===== src/rtl/ssp_pkg.sv =====
// Shared types for the synchronous shift port.
// Assumes: a shift period never exceeds the range of per_t.
package ssp_pkg;
    localparam int unsigned PER_W = 3;
    typedef logic [PER_W-1:0] per_t;

    typedef enum logic [1:0] {
        UNIT_SYS = 2'd0,
        UNIT_TMR = 2'd1,
        UNIT_BRG = 2'd2
    } unit_src_e;

    typedef enum logic [1:0] {
        ST_IDLE = 2'd0,
        ST_TX   = 2'd1,
        ST_RX   = 2'd2
    } port_st_e;
endpackage


===== src/rtl/ssp_rate_sel.sv =====
// Rate source selection: picks the unit strobe that advances the shift
// phase, how many units make one shift period, and how many of them
// the clock spends low (the floor of half the period).
// Assumes: tmr_ovf and brg_ovf are single-cycle strobes.
module ssp_rate_sel
    import ssp_pkg::*;
(
    input  logic fast_mode,
    input  logic src_brg,
    input  logic src_tmr,
    input  logic rate_hi,
    input  logic tmr_ovf,
    input  logic brg_ovf,
    output logic unit_stb,
    output per_t per_len,
    output per_t low_len
);
    unit_src_e src;

    // Source priority: baud generator first, then timer, then system clock.
    always_comb begin
        if (src_brg)      src = UNIT_BRG;
        else if (src_tmr) src = UNIT_TMR;
        else              src = UNIT_SYS;
    end

    // Unit strobe and period length for the selected source.
    always_comb begin
        unit_stb = 1'b1;
        per_len  = per_t'(4);
        case (src)
            UNIT_SYS: begin
                unit_stb = 1'b1;
                if (fast_mode) per_len = rate_hi ? per_t'(2) : per_t'(4);
                else           per_len = rate_hi ? per_t'(3) : per_t'(6);
            end
            UNIT_TMR: begin
                unit_stb = tmr_ovf;
                per_len  = rate_hi ? per_t'(2) : per_t'(4);
            end
            UNIT_BRG: begin
                unit_stb = brg_ovf;
                per_len  = rate_hi ? per_t'(1) : per_t'(2);
            end
            default: begin
                unit_stb = 1'b1;
                per_len  = per_t'(4);
            end
        endcase
    end

    assign low_len = per_len >> 1;
endmodule


===== src/rtl/ssp_phase_ctr.sv =====
// Shift period sequencer: counts unit strobes inside a period and
// flags the mid point (clock rises) and the end (clock falls).
// With a one-unit period the low phase is the single cycle after the
// period starts, and a strobe in that cycle is not counted.
// Assumes: strobes in one-unit mode are at least two cycles apart.
module ssp_phase_ctr
    import ssp_pkg::*;
(
    input  logic clk,
    input  logic rst_n,
    input  logic run,
    input  logic start,
    input  logic unit_stb,
    input  per_t per_len,
    input  per_t low_len,
    output logic mid_evt,
    output logic end_evt,
    output logic clk_low
);
    per_t ucnt;
    logic fresh;
    logic unity;
    logic count_ok;

    assign unity    = (low_len == '0);
    assign count_ok = run && unit_stb && !(unity && fresh);
    assign mid_evt  = run && (unity ? fresh : (unit_stb && ucnt == low_len - per_t'(1)));
    assign end_evt  = count_ok && (ucnt == per_len - per_t'(1));
    assign clk_low  = run && (unity ? fresh : (ucnt < low_len));

    // Unit counter and period-start marker.
    always_ff @(posedge clk) begin
        if (!rst_n) begin
            ucnt  <= '0;
            fresh <= 1'b0;
        end else if (start || end_evt) begin
            ucnt  <= '0;
            fresh <= 1'b1;
        end else begin
            if (count_ok) ucnt <= ucnt + per_t'(1);
            fresh <= 1'b0;
        end
    end
endmodule


===== src/rtl/ssp_shifter.sv =====
// Transfer control and shift register: accepts a start, shifts out
// bit 0 first on transmit or gathers bits from the top on receive,
// counts periods and raises the sticky done flag.
// Assumes: mid_evt and end_evt come from ssp_phase_ctr and are low while idle.
module ssp_shifter
    import ssp_pkg::*;
#(
    parameter int unsigned DATA_W = 8
) (
    input  logic              clk,
    input  logic              rst_n,
    input  logic              tx_wr,
    input  logic [DATA_W-1:0] tx_byte,
    input  logic              rx_go,
    input  logic              done_clr,
    input  logic              data_in,
    input  logic              rate_hi,
    input  logic              mid_evt,
    input  logic              end_evt,
    output logic              start,
    output logic              run,
    output logic              tx_active,
    output logic              done,
    output logic              data_out,
    output logic [DATA_W-1:0] rx_byte
);
    localparam int unsigned BIT_W = (DATA_W > 1) ? $clog2(DATA_W) : 1;
    typedef logic [BIT_W-1:0] bidx_t;
    localparam bidx_t LAST = bidx_t'(DATA_W - 1);

    port_st_e          st;
    logic [DATA_W-1:0] sreg;
    bidx_t             bidx;
    logic              go_tx;
    logic              go_rx;
    logic              tx_shift;
    logic              last_end;

    assign go_tx     = (st == ST_IDLE) && !done && tx_wr;
    assign go_rx     = (st == ST_IDLE) && !done && !tx_wr && rx_go;
    assign start     = go_tx || go_rx;
    assign run       = (st != ST_IDLE);
    assign tx_active = (st == ST_TX);
    assign tx_shift  = rate_hi ? mid_evt : end_evt;
    assign last_end  = end_evt && (bidx == LAST);
    assign data_out  = sreg[0];
    assign rx_byte   = sreg;

    // Transfer state: idle until accepted, back to idle after the last period.
    always_ff @(posedge clk) begin
        if (!rst_n)        st <= ST_IDLE;
        else if (go_tx)    st <= ST_TX;
        else if (go_rx)    st <= ST_RX;
        else if (last_end) st <= ST_IDLE;
    end

    // Period index within the transfer.
    always_ff @(posedge clk) begin
        if (!rst_n)       bidx <= '0;
        else if (start)   bidx <= '0;
        else if (end_evt) bidx <= bidx + bidx_t'(1);
    end

    // Shift register: load on transmit, shift right, fill from the top on receive.
    always_ff @(posedge clk) begin
        if (!rst_n)                         sreg <= '0;
        else if (go_tx)                     sreg <= tx_byte;
        else if (st == ST_TX && tx_shift)   sreg <= sreg >> 1;
        else if (st == ST_RX && mid_evt)    sreg <= {data_in, sreg[DATA_W-1:1]};
    end

    // Sticky done flag; setting wins over clearing.
    always_ff @(posedge clk) begin
        if (!rst_n)        done <= 1'b0;
        else if (last_end) done <= 1'b1;
        else if (done_clr) done <= 1'b0;
    end
endmodule


===== src/rtl/sync_shift_port.sv =====
// Top of the two-wire half-duplex shift port: rate selection, period
// sequencing and the shifter, with the shift clock idling high.
// Assumes: rate controls are stable from start to done.
module sync_shift_port
    import ssp_pkg::*;
#(
    parameter int unsigned DATA_W = 8
) (
    input  logic              clk,
    input  logic              rst_n,
    input  logic              fast_mode,
    input  logic              src_brg,
    input  logic              src_tmr,
    input  logic              rate_hi,
    input  logic              tmr_ovf,
    input  logic              brg_ovf,
    input  logic              tx_wr,
    input  logic [DATA_W-1:0] tx_byte,
    input  logic              rx_go,
    input  logic              done_clr,
    output logic              done,
    output logic [DATA_W-1:0] rx_byte,
    input  logic              data_in,
    output logic              data_out,
    output logic              data_en,
    output logic              sclk
);
    logic unit_stb;
    per_t per_len;
    per_t low_len;
    logic mid_evt;
    logic end_evt;
    logic clk_low;
    logic start;
    logic run;
    logic tx_active;

    ssp_rate_sel u_rate (
        .fast_mode (fast_mode),
        .src_brg   (src_brg),
        .src_tmr   (src_tmr),
        .rate_hi   (rate_hi),
        .tmr_ovf   (tmr_ovf),
        .brg_ovf   (brg_ovf),
        .unit_stb  (unit_stb),
        .per_len   (per_len),
        .low_len   (low_len)
    );

    ssp_phase_ctr u_phase (
        .clk      (clk),
        .rst_n    (rst_n),
        .run      (run),
        .start    (start),
        .unit_stb (unit_stb),
        .per_len  (per_len),
        .low_len  (low_len),
        .mid_evt  (mid_evt),
        .end_evt  (end_evt),
        .clk_low  (clk_low)
    );

    ssp_shifter #(.DATA_W(DATA_W)) u_shift (
        .clk       (clk),
        .rst_n     (rst_n),
        .tx_wr     (tx_wr),
        .tx_byte   (tx_byte),
        .rx_go     (rx_go),
        .done_clr  (done_clr),
        .data_in   (data_in),
        .rate_hi   (rate_hi),
        .mid_evt   (mid_evt),
        .end_evt   (end_evt),
        .start     (start),
        .run       (run),
        .tx_active (tx_active),
        .done      (done),
        .data_out  (data_out),
        .rx_byte   (rx_byte)
    );

    assign sclk    = !clk_low;
    assign data_en = tx_active;
endmodule


===== config.mk =====
export PLATFORM = sky130hd
export DESIGN_NAME = sync_shift_port
export DESIGN_NICKNAME = d
export VERILOG_FILES = /design/src/rtl/ssp_pkg.sv /design/src/rtl/ssp_rate_sel.sv /design/src/rtl/ssp_phase_ctr.sv /design/src/rtl/ssp_shifter.sv /design/src/rtl/sync_shift_port.sv
export SDC_FILE = /design/constraint.sdc
export NUM_CORES = 1
export LEC_CHECK = 0
export BUFFER_PORTS_ARGS = -buffer_cell sky130_fd_sc_hd__buf_2
export CELL_PAD_IN_SITES_DETAIL_PLACEMENT = 0
export CELL_PAD_IN_SITES_GLOBAL_PLACEMENT = 1
export CORE_MARGIN = 2
export CORE_UTILIZATION = 37
export CTS_CLUSTER_DIAMETER = 40
export CTS_CLUSTER_SIZE = 8
export DETAILED_ROUTE_END_ITERATION = 10
export GPL_ROUTABILITY_DRIVEN = 0
export HOLD_SLACK_MARGIN = 0.1
export PLACE_DENSITY_LB_ADDON = 0.3
export SYNTH_ARGS = -nofsm -noshare
export SYNTH_HDL_FRONTEND = slang
export SYNTH_SLANG_ARGS = --single-unit

===== constraint.sdc =====
create_clock -name clk -period 3 [get_ports clk]
set_input_delay 0.6 -clock clk [delete_from_list [all_inputs] [get_ports clk]]
set_output_delay 0.6 -clock clk [all_outputs]
set_load 0.05 [all_outputs]

==> reports/summary.log, run 1 <==
INFO  global_route   global_route.usage.total=14.50%
INFO  clock_tree     cts_tree=built
INFO  drt            drc=0
INFO  cells_and_area post-route-cell-area=0.001289mm²
INFO  floorplan      floorplan.die.width=58.02µm
INFO  yosys          synthesized_area_divided_by_synthesized_cell_count=9.074µm²
INFO  drt            finalWirelength=2.339mm
INFO  place          number_of_buffers_inserted_by_port_buffering=31
INFO  sta            finClkSkew=5.962ps
INFO  global_route   use_met2=21.43%
INFO  floorplan      floorplan.die.height=58.02µm
INFO  drt            detailedRoute.firstIterationViolations=22
INFO  setup_path     required=2400ps
INFO  cells_and_area area_delta_synth_final=19.35%
INFO  hold_path      hp-class=flop to flop
INFO  outcome        result_of_the_run=finished, final reports clean
INFO  global_route   pin_count_of_the_biggest_net_entering_global_routing=14
INFO  clock_tree     cts-root-to-sink-buffers=2
INFO  floorplan      initial_utilization=39.16%
INFO  global_route   antenna_found_initial=0
INFO  place          placement.cell_area=0.001252mm²
INFO  sta            grt_setup_unrepaired=no
INFO  floorplan      fp-row-count=19
INFO  sta            worst_max_slew_margin_expressed_relative_to_the_limit=63.17%
INFO  pwr            irDropWorstVdd=0.3073mV
INFO  global_route   first_global_vias=883
INFO  yosys          synth.top_cells.by_area=sky130_fd_sc_hd__dfxtp_1 33%, sky130_fd_sc_hd__mux2i_1 10%, sky130_fd_sc_hd__ha_1 5.8%, sky130_fd_sc_hd__o31ai_1 4.9%, sky130_fd_sc_hd__a21oi_1 3.7%
INFO  place          pre_cts_ws=270.6ps
INFO  clock_tree     post-cts-setup-buffer-count=0
INFO  yosys          synth_nets=144
INFO  clock_tree     clkSinkCount=18
INFO  sta            worst-slew-pin-transition=552.5ps
INFO  global_route   wire_length_of_the_first_global_routing_pass=3.795mm
INFO  yosys          yosysTopAreaCellShare=33.37%
INFO  sta            hold-worst-slack=519.3ps
INFO  pwr            power.static_leakage=0.5988nW
INFO  clock_tree     depth_of_the_cts_h_tree=1
INFO  pwr            pwr_density=490.5mW/mm²
INFO  drt            first_pass_iters=4
INFO  yosys          synth.distinct_cells=41
INFO  sta            timing.fmax=382.0MHz
INFO  cells_and_area mostFrequentLayoutCell=sky130_fd_sc_hd__buf_2
INFO  global_route   globalRouteOverflowTotal=0
INFO  global_route   grt_use_met3=3.125%
INFO  drt            vias_after_detailed_routing=968
INFO  place          detailedPlacementHpwl=1.804mm
INFO  clock_tree     clock_insertion_delay_worst_skew=290ps
INFO  cells_and_area seq_area=360.3µm²
INFO  drt            avgViaCountPerCell=5.348
INFO  setup_path     worst_setup_path_start_kind=input pin
INFO  clock_tree     total_clock_buffers_created_by_cts=3
INFO  clock_tree     clkSlewWorstSetupHoldPaths=100ps
INFO  sta            min_period=2618ps
INFO  sta            finalSetupViolCount=0
INFO  sta            timing.setup.tns=0ps
INFO  global_route   gr-max-usage-layer=met2
INFO  sta            hold_violation_count_in_the_final_report=0
INFO  clock_tree     post_cts_hold_buffer_count=0
INFO  clock_tree     clock-root-buffer=sky130_fd_sc_hd__clkbuf_4
INFO  drt            routedWlPerCell=12.92µm
INFO  floorplan      design.die.area=0.003366mm²
INFO  sta            timing.final.max_slew_violations=0
INFO  cells_and_area nets=176
INFO  cells_and_area layout.cells.non_filler=181
INFO  yosys          ys_seq_elements=18
INFO  sta            setup_ws=382.3ps
INFO  place          dp_cells=177
INFO  cells_and_area insertedDiodeCount=0
INFO  cells_and_area n_fill_cell=292
INFO  cells_and_area multi_input_gate_area_in_the_final_layout=671.9µm²
INFO  sta            final_min_period_over_clock_period=87.26%
INFO  yosys          mappedNetlistArea=0.001080mm²
INFO  setup_path     worstSetupEndpointType=primary output
INFO  clock_tree     postCtsResizedCells=0
INFO  yosys          sequential_cell_area_fraction_in_the_yosys_report=33.37%
INFO  job            cap_violations=0
INFO  yosys          netlist.top_cell.by_area=sky130_fd_sc_hd__dfxtp_1
INFO  yosys          ys_warn_count=0
INFO  global_route   grt_use_met1=20.89%
INFO  floorplan      boundaryPins=32
INFO  setup_path     crit_path_max_fanout=7
INFO  setup_path     crit_type=input pin to primary output
INFO  cells_and_area drive_gt1_share=30.00%
INFO  drt            detail-route-antenna-nets=0
INFO  setup_path     critPathArrivalTime=2020ps
INFO  yosys          netlist_instances=119
INFO  cells_and_area mostFrequentLayoutCells=31 x sky130_fd_sc_hd__buf_2, 18 x sky130_fd_sc_hd__dfxtp_1, 11 x sky130_fd_sc_hd__mux2i_1
INFO  floorplan      core_area=0.002758mm²
==> where the power goes <==
part	internal [mW]	switching (mW)
clock	0.0739	0.0759
combinational	0.0726	0.136
sequential	0.258	0.0160
==> flip-flops by register name, indices dropped and copies added (netlist names) <==
register,flops
u_shift.rx_byte,8
u_phase.ucnt,3
u_shift.bidx,3
u_shift.st,2
u_phase.fresh,1
u_shift.done,1
==> logic make-up after synthesis <==
logic type	count (synthesis)	synth area share, %
AOI/OAI and AO/OA	33	22.37
and+or+nand+nor	37	18.77
buffers and inverters	9	4.404
adders and majority gates	5	5.794
xor gates and xnor gates	5	4.056
muxes	12	11.24
DFF	18	33.37
==> synth_stat cells <==
master	number
sky130_fd_sc_hd__a211oi_1	1
sky130_fd_sc_hd__a21oi_1	8
sky130_fd_sc_hd__a221o_1	1
sky130_fd_sc_hd__a222oi_1	1
sky130_fd_sc_hd__a22oi_1	1
sky130_fd_sc_hd__a31oi_1	1
sky130_fd_sc_hd__a41o_1	1
sky130_fd_sc_hd__and2_1	1
sky130_fd_sc_hd__and3_1	2
sky130_fd_sc_hd__and3b_2	1
sky130_fd_sc_hd__buf_2	2
sky130_fd_sc_hd__buf_4	1
sky130_fd_sc_hd__buf_6	1
sky130_fd_sc_hd__clkbuf_1	2
sky130_fd_sc_hd__dfxtp_1	18
sky130_fd_sc_hd__ha_1	5
sky130_fd_sc_hd__inv_1	3
sky130_fd_sc_hd__mux2_2	1
sky130_fd_sc_hd__mux2i_1	11
sky130_fd_sc_hd__nand2_1	6
sky130_fd_sc_hd__nand2b_1	1
sky130_fd_sc_hd__nand3_1	3
sky130_fd_sc_hd__nand3b_1	1
sky130_fd_sc_hd__nor2_1	9
sky130_fd_sc_hd__nor2b_1	3
sky130_fd_sc_hd__nor3_1	4
sky130_fd_sc_hd__nor3_2	1
sky130_fd_sc_hd__o2111a_1	1
sky130_fd_sc_hd__o21a_1	3
sky130_fd_sc_hd__o21ai_0	4
sky130_fd_sc_hd__o21ai_4	1
sky130_fd_sc_hd__o21ba_2	1
sky130_fd_sc_hd__o22a_1	1
sky130_fd_sc_hd__o31ai_1	7
sky130_fd_sc_hd__o41ai_1	1
sky130_fd_sc_hd__or2_1	1
sky130_fd_sc_hd__or2_4	1
sky130_fd_sc_hd__or2b_1	1
sky130_fd_sc_hd__or3b_2	2
sky130_fd_sc_hd__xnor2_1	3
sky130_fd_sc_hd__xor2_1	2
==> final timing paths <==
check,from,end,slack (ps),cells past startpoint
max reg2reg,u_phase.ucnt[0]$_SDFFE_PP0P_,u_shift.done$_SDFFE_PN0P_,1010,6
max,src_brg,sclk,380,8
min reg2reg,u_shift.bidx[2]$_SDFFE_PP0P_,u_shift.bidx[2]$_SDFFE_PP0P_,520,2
min,u_shift.bidx[2]$_SDFFE_PP0P_,u_shift.bidx[2]$_SDFFE_PP0P_,520,2
==> layer usage <==
metal	vias to the layer above	wire length (µm)
met4	0	16
met2	18	1020
met3	2	118
met5	-	0
li1	501	-
met1	447	1183
==> area by class of cell <==
type	instances	area share [%]
timing repair buffer	33	13.20
clock buffer	4	2.816
tap	31	3.010
inverter	3	0.8738
sequential	18	27.96
multi-input combinational	92	52.14
==> through the flow <==
step,power (mW),utilization (%)
after global routing,0.6680,46.73
after CTS,0.6370,46.73
after floorplan,0.4414,-
after detailed placement,0.4884,45.42
final,0.6322,46.73
after global placement,0.4863,45.42
==> worst max-delay path: stages <==
cell and delay (ps):
sky130_fd_sc_hd__buf_2 130, sky130_fd_sc_hd__or2_4 280, sky130_fd_sc_hd__o21ai_4 160, sky130_fd_sc_hd__ha_1 240
sky130_fd_sc_hd__nand2_1 160, sky130_fd_sc_hd__o41ai_1 90, sky130_fd_sc_hd__o21ai_0 130, sky130_fd_sc_hd__buf_2 230
(Power assumes the default switching activity.)
==> run 2: changes to the inputs <==
--- a/config.mk
+++ b/config.mk
@@ -14,8 +14,10 @@
 export CTS_CLUSTER_SIZE = 8
 export DETAILED_ROUTE_END_ITERATION = 10
 export GPL_ROUTABILITY_DRIVEN = 0
+export GPL_TIMING_DRIVEN = 0
 export HOLD_SLACK_MARGIN = 0.1
 export PLACE_DENSITY_LB_ADDON = 0.3
+export SLEW_MARGIN = 25
 export SYNTH_ARGS = -nofsm -noshare
 export SYNTH_HDL_FRONTEND = slang
 export SYNTH_SLANG_ARGS = --single-unit
==> reports/summary.log, run 2 (synthesis gave the netlist of run 1 again) <==
INFO  outcome        result_of_the_run=finished, final reports clean
INFO  floorplan      boundaryPins=32 [unchanged]
INFO  global_route   global_route.usage.total=16.09% [+1.6 points]
INFO  cells_and_area nets=183 [+4.0%]
INFO  floorplan      initial_utilization=39.16% [unchanged]
INFO  floorplan      design.die.area=0.003366mm² [unchanged]
INFO  clock_tree     post_cts_hold_buffer_count=0 [unchanged]
INFO  drt            detailedRoute.firstIterationViolations=38 [+73%]
INFO  hold_path      hp-class=flop to flop
INFO  setup_path     critPathArrivalTime=2070ps [+50 ps]
INFO  sta            hold_violation_count_in_the_final_report=0 [unchanged]
INFO  pwr            power.static_leakage=0.6281nW [+4.9%]
INFO  sta            worst_max_slew_margin_expressed_relative_to_the_limit=57.37% [-5.8 points]
INFO  cells_and_area mostFrequentLayoutCell=sky130_fd_sc_hd__buf_2
INFO  floorplan      floorplan.die.width=58.02µm [unchanged]
INFO  sta            grt_setup_unrepaired=no
INFO  sta            min_period=2674ps [+56.26 ps]
INFO  clock_tree     total_clock_buffers_created_by_cts=3 [unchanged]
INFO  drt            routedWlPerCell=13.19µm [+2.0%]
INFO  cells_and_area drive_gt1_share=31.85% [+1.8 points]
INFO  drt            vias_after_detailed_routing=991 [+2.4%]
INFO  global_route   use_met2=26.79% [+5.4 points]
INFO  clock_tree     cts-root-to-sink-buffers=2 [unchanged]
INFO  sta            timing.final.max_slew_violations=0 [unchanged]
INFO  cells_and_area area_delta_synth_final=23.41%
INFO  job            cap_violations=0 [unchanged]
INFO  clock_tree     depth_of_the_cts_h_tree=1 [unchanged]
INFO  cells_and_area fin_util=48.32% [+1.6 points]
INFO  global_route   grt_use_met3=2.455% [-0.67 points]
INFO  global_route   wire_length_of_the_first_global_routing_pass=4.181mm [+10%]
INFO  setup_path     worst_setup_path_start_kind=input pin
INFO  clock_tree     clock_insertion_delay_worst_skew=300ps [about the same]
INFO  place          number_of_buffers_inserted_by_port_buffering=31 [unchanged]
INFO  setup_path     required=2400ps [about the same]
INFO  sta            timing.setup.tns=0ps [unchanged]
INFO  global_route   gr-max-usage-layer=met2
INFO  sta            finClkSkew=8.319ps [+2.356 ps]
INFO  clock_tree     clkSinkCount=18 [unchanged]
INFO  pwr            pwr_density=485.4mW/mm² [-1.0%]
INFO  sta            worst-slew-pin-transition=639.4ps [+86.88 ps]
INFO  setup_path     crit_path_max_fanout=7 [unchanged]
INFO  clock_tree     clock-root-buffer=sky130_fd_sc_hd__clkbuf_4
INFO  drt            first_pass_iters=4 [unchanged]
INFO  drt            avgViaCountPerCell=5.271 [-1.4%]
INFO  sta            hold-worst-slack=522.5ps [+3.252 ps]
INFO  global_route   pin_count_of_the_biggest_net_entering_global_routing=11 [-3]
INFO  floorplan      fp-row-count=19 [unchanged]
INFO  global_route   grt_use_met1=21.05% [+0.17 points]
INFO  floorplan      core_area=0.002758mm² [unchanged]
INFO  drt            finalWirelength=2.479mm [+6.0%]
INFO  clock_tree     cts_tree=built
INFO  drt            drc=0 [unchanged]
INFO  setup_path     worstSetupEndpointType=primary output
INFO  sta            timing.fmax=374.0MHz [-2.1%]
INFO  setup_path     crit_type=input pin to primary output
INFO  place          detailedPlacementHpwl=1.883mm [+4.4%]
INFO  clock_tree     clkSlewWorstSetupHoldPaths=100ps [about the same]
INFO  global_route   first_global_vias=952 [+7.8%]
INFO  global_route   globalRouteOverflowTotal=0 [unchanged]
INFO  pwr            irDropWorstVdd=0.3838mV [+25%]
INFO  global_route   antenna_found_initial=0 [unchanged]
INFO  sta            finalSetupViolCount=0 [unchanged]
INFO  sta            final_min_period_over_clock_period=89.13% [+1.9 points]
INFO  clock_tree     postCtsResizedCells=0 [unchanged]
INFO  floorplan      floorplan.die.height=58.02µm [unchanged]
INFO  drt            detail-route-antenna-nets=0 [unchanged]
INFO  cells_and_area mostFrequentLayoutCells=33 x sky130_fd_sc_hd__buf_2, 18 x sky130_fd_sc_hd__dfxtp_1, 11 x sky130_fd_sc_hd__mux2i_1
INFO  cells_and_area n_fill_cell=296 [+1.4%]
INFO  clock_tree     post-cts-setup-buffer-count=3 [+3]
INFO  cells_and_area largest_register_ffs=8 [unchanged]
INFO  cells_and_area insertedDiodeCount=0 [unchanged]
==> run 2: changes by cell type in the layout (fill, tap and decap cells not counted), sizes merged <==
cell / previous run / this run
clkbuf: 4 / 6
buf: 33 / 38
==> run 2: critical path: stages <==
cell,delay [ps]
sky130_fd_sc_hd__buf_2,130
sky130_fd_sc_hd__or2_4,280
sky130_fd_sc_hd__o21ai_4,170
sky130_fd_sc_hd__ha_1,250
sky130_fd_sc_hd__nand2_1,170
sky130_fd_sc_hd__o41ai_1,90
sky130_fd_sc_hd__o21ai_0,150
sky130_fd_sc_hd__buf_2,230
==> run 2: cell type report <==
type	instances	area [µm²]	area share, %
multi-input combinational	92	671.9	50.42
inverter	3	11.26	0.8451
clock buffer	4	36.28	2.723
timing repair buffer	34	177.7	13.33
tap	31	38.79	2.911
buffer	6	36.28	2.723
sequential	18	360.3	27.04
==> run 2: where the power goes <==
group / switching, mW / leakage, nW / internal [mW] / total [mW]
combinational: 0.142 / 0.460 / 0.0801 / 0.222
clock: 0.0787 / 0.0210 / 0.0740 / 0.153
sequential: 0.0140 / 0.148 / 0.258 / 0.272
==> run 2: worst paths after layout <==
kind,slack (ps),cells past startpoint,end,startpoint
min,520,2,u_shift.bidx[1]$_SDFFE_PP0P_,u_shift.bidx[1]$_SDFFE_PP0P_
max,330,8,sclk,src_brg
min reg2reg,520,2,u_shift.bidx[1]$_SDFFE_PP0P_,u_shift.bidx[1]$_SDFFE_PP0P_
max reg2reg,870,8,u_shift.rx_byte[7]$_SDFFE_PN0P_,u_shift.st[1]$_SDFFE_PP0P_
==> run 2: stage by stage <==
stage	std cells	area (µm²)	power [mW]	setup slack, ps
detailed placement	181	1274	0.4957	-347.9
global placement	181	1274	0.4917	-239.2
global route	188	1333	0.6843	191.8
floorplan	119	1080	0.4414	223.6
CTS	188	1333	0.6512	348.3
finish	188	1333	0.6468	326.1
==> run 2: layer usage <==
layer	share of wire (%)	routed length, µm
met2	48	1190
met3	4.5	111
met5	0	0
met4	0.69	17
met1	47	1160
==> run 3: changes to the inputs <==
--- a/config.mk
+++ b/config.mk
@@ -17,6 +17,7 @@
 export GPL_TIMING_DRIVEN = 0
 export HOLD_SLACK_MARGIN = 0.1
 export PLACE_DENSITY_LB_ADDON = 0.3
+export SETUP_SLACK_MARGIN = 0.4
 export SLEW_MARGIN = 25
 export SYNTH_ARGS = -nofsm -noshare
 export SYNTH_HDL_FRONTEND = slang
==> reports/summary.log, run 3 (synthesis gave the netlist of run 1 again) <==
INFO  clock_tree     clkSlewWorstSetupHoldPaths=100ps [about the same]
INFO  outcome        result_of_the_run=finished, final reports clean
INFO  pwr            internal-power=0.4220mW [+2.4%]
INFO  global_route   first_global_vias=971 [+2.0%]
INFO  cells_and_area multi_input_gate_area_in_the_final_layout=696.9µm² [+3.7%]
INFO  floorplan      design.die.area=0.003366mm² [unchanged]
INFO  sta            min_period=2542ps [-132.2 ps]
INFO  sta            final_min_period_over_clock_period=84.72% [-4.4 points]
INFO  cells_and_area seq_area=360.3µm² [unchanged]
INFO  cells_and_area post-route-cell-area=0.001388mm² [+4.1%]
INFO  clock_tree     cts-root-to-sink-buffers=2 [unchanged]
INFO  cells_and_area insertedDiodeCount=0 [unchanged]
INFO  floorplan      boundaryPins=32 [unchanged]
INFO  cells_and_area mostFrequentLayoutCell=sky130_fd_sc_hd__buf_2
INFO  setup_path     required=2400ps [about the same]
INFO  cells_and_area n_fill_cell=296 [unchanged]
INFO  clock_tree     total_clock_buffers_created_by_cts=3 [unchanged]
INFO  global_route   globalRouteOverflowTotal=0 [unchanged]
INFO  pwr            power.static_leakage=0.6486nW [+3.3%]
INFO  clock_tree     post_cts_hold_buffer_count=0 [unchanged]
INFO  floorplan      core_area=0.002758mm² [unchanged]
INFO  drt            detail-route-antenna-nets=0 [unchanged]
INFO  floorplan      floorplan.die.height=58.02µm [unchanged]
INFO  pwr            power.share.clock=22.9% [-0.7 points]
INFO  cells_and_area drive_gt1_share=35.22% [+3.4 points]
INFO  cells_and_area mostFrequentLayoutCells=30 x sky130_fd_sc_hd__buf_2, 18 x sky130_fd_sc_hd__dfxtp_1, 11 x sky130_fd_sc_hd__mux2i_1
INFO  clock_tree     depth_of_the_cts_h_tree=1 [unchanged]
INFO  sta            grt_setup_unrepaired=no
INFO  place          number_of_buffers_inserted_by_port_buffering=31 [unchanged]
INFO  setup_path     worst_path_cell_trace=buf_4, or2_4, o21ai_4, buf_6, buf_4, o21a_1, o41ai_2, o21ai_1, buf_6
INFO  job            cap_violations=0 [unchanged]
INFO  pwr            p_switching=0.2353mW [+0.30%]
INFO  global_route   wire_length_of_the_first_global_routing_pass=4.264mm [+2.0%]
INFO  sta            finClkSkew=3.349ps [-4.970 ps]
INFO  sta            worst-slew-pin-transition=647.1ps [+7.714 ps]
INFO  pwr            sw_share=35.80% [-0.47 points]
INFO  cells_and_area layout.cells.non_filler=190 [+1.1%]
INFO  sta            timing.final.max_slew_violations=0 [unchanged]
INFO  drt            finalWirelength=2.523mm [+1.8%]
INFO  setup_path     worst_setup_path_start_kind=input pin
INFO  place          pre_cts_ws=-339.4ps [+8.457 ps]
INFO  clock_tree     clock-root-buffer=sky130_fd_sc_hd__clkbuf_4
INFO  drt            drc=0 [unchanged]
INFO  drt            first_pass_iters=4 [unchanged]
INFO  global_route   gr-max-usage-layer=met2
INFO  global_route   grt_use_met3=2.679% [+0.22 points]
INFO  global_route   pin_count_of_the_biggest_net_entering_global_routing=11 [unchanged]
INFO  global_route   global_route.usage.total=16.33% [+0.24 points]
INFO  pwr            power=0.6573mW [+1.6%]
INFO  clock_tree     clock_insertion_delay_worst_skew=300ps [about the same]
INFO  drt            routedWlPerCell=13.28µm [+0.70%]
INFO  drt            vias_after_detailed_routing=1,005 [+1.4%]
INFO  setup_path     crit_path_max_fanout=7 [unchanged]
INFO  hold_path      hp-class=flop to flop
INFO  cells_and_area area_delta_synth_final=28.51%
INFO  drt            avgViaCountPerCell=5.289 [+0.35%]
INFO  pwr            irDropWorstVdd=0.3259mV [-15%]
INFO  sta            setup_ws=458.3ps [+132.2 ps]
INFO  setup_path     crit_family=buffers and inverters
INFO  global_route   grt_use_met1=21.78% [+0.72 points]
INFO  cells_and_area fin_util=50.32% [+2.0 points]
INFO  setup_path     largest_stage_delay_on_the_critical_path=290ps [about the same]
INFO  setup_path     critical_path.n_buffers_inverters=4 [+2]
INFO  pwr            pwr_density=473.7mW/mm² [-2.4%]
INFO  pwr            p_seq_share=41.6% [-0.5 points]
INFO  setup_path     worstSetupEndpointType=primary output
INFO  place          dp_cells=181 [unchanged]
INFO  setup_path     critPathArrivalTime=1940ps [-130 ps]
INFO  place          detailedPlacementHpwl=1.886mm [+0.11%]
INFO  floorplan      floorplan.die.width=58.02µm [unchanged]
INFO  cells_and_area largest_register_ffs=8 [unchanged]
INFO  floorplan      initial_utilization=39.16% [unchanged]
INFO  sta            hold_violation_count_in_the_final_report=0 [unchanged]
INFO  global_route   use_met2=26.62% [-0.16 points]
INFO  floorplan      fp-row-count=19 [unchanged]
INFO  sta            finalSetupViolCount=0 [unchanged]
INFO  clock_tree     clkSinkCount=18 [unchanged]
INFO  sta            timing.fmax=393.4MHz [+5.2%]
INFO  drt            detailedRoute.firstIterationViolations=21 [-45%]
INFO  place          placement.cell_area=0.001274mm² [unchanged]
INFO  setup_path     crit_type=input pin to primary output
INFO  sta            worst_max_slew_margin_expressed_relative_to_the_limit=56.86% [-0.51 points]
INFO  pwr            power.combinational.fraction=35.6% [+1.3 points]
INFO  global_route   antenna_found_initial=0 [unchanged]
INFO  setup_path     critical-path-slowest-cell=sky130_fd_sc_hd__or2_4
INFO  clock_tree     cts_tree=built
INFO  cells_and_area nets=185 [+1.1%]
run 3: cell types whose count changed in the layout (fill, tap and decap cells not counted), sizes merged:
cell	delta
buf	+1
clkbuf	+1
run 3: per-stage QoR:
step           TNS, ps  hold slack [ps]
3_5_place_dp     -2694            504.7
6_report             0            520.5
5_1_grt              0            572.2
2_1_floorplan        0            467.6
4_1_cts              0            535.1
3_3_place_gp     -1786            480.0
run 3: worst min-delay path: stages (launching register included):
cell	delay [ps]
sky130_fd_sc_hd__dfxtp_1	350
sky130_fd_sc_hd__mux2i_1	70
sky130_fd_sc_hd__nor2_1	70
run 3: per-layer routing:
layer / vias up / routed length (µm)
met1: 463 / 1226
met5: - / 0
met4: 0 / 39
met3: 5 / 100
li1: 518 / -
met2: 19 / 1157
run 3: cell type report:
type,count,share of cell area [%]
flip-flops and latches,18,25.97
repair buffers,36,14.97
inverters,3,0.8115
plain buffers,6,2.615
clock buffers,4,2.615
multi-input cells,92,50.23
well taps,31,2.795
run 3: final timing paths:
check | from | end | slack [ps] | cells after the start
max | rate_hi | sclk | 460 | 9
min reg2reg | u_shift.bidx[1]$_SDFFE_PP0P_ | u_shift.bidx[1]$_SDFFE_PP0P_ | 520 | 2
max reg2reg | u_shift.st[1]$_SDFFE_PP0P_ | u_shift.rx_byte[7]$_SDFFE_PN0P_ | 840 | 8
min | u_shift.bidx[1]$_SDFFE_PP0P_ | u_shift.bidx[1]$_SDFFE_PP0P_ | 520 | 2
run 3: power groups by stage:
stage | combinational [mW] | sequential (mW) | clock [mW]
floorplan | 0.118 | 0.323 | 0
CTS | 0.224 | 0.273 | 0.157
detailed placement | 0.218 | 0.278 | 0
global route | 0.254 | 0.275 | 0.163
finish | 0.234 | 0.273 | 0.150
global placement | 0.214 | 0.277 | 0
run 3: repair_timing:
action	4_1_cts	5_1_grt
endpoints found under the setup margin	9	9
gates resized for setup	3	8
pin swaps	1	6
hold endpoints to repair	0	0
buffers inserted	3	2
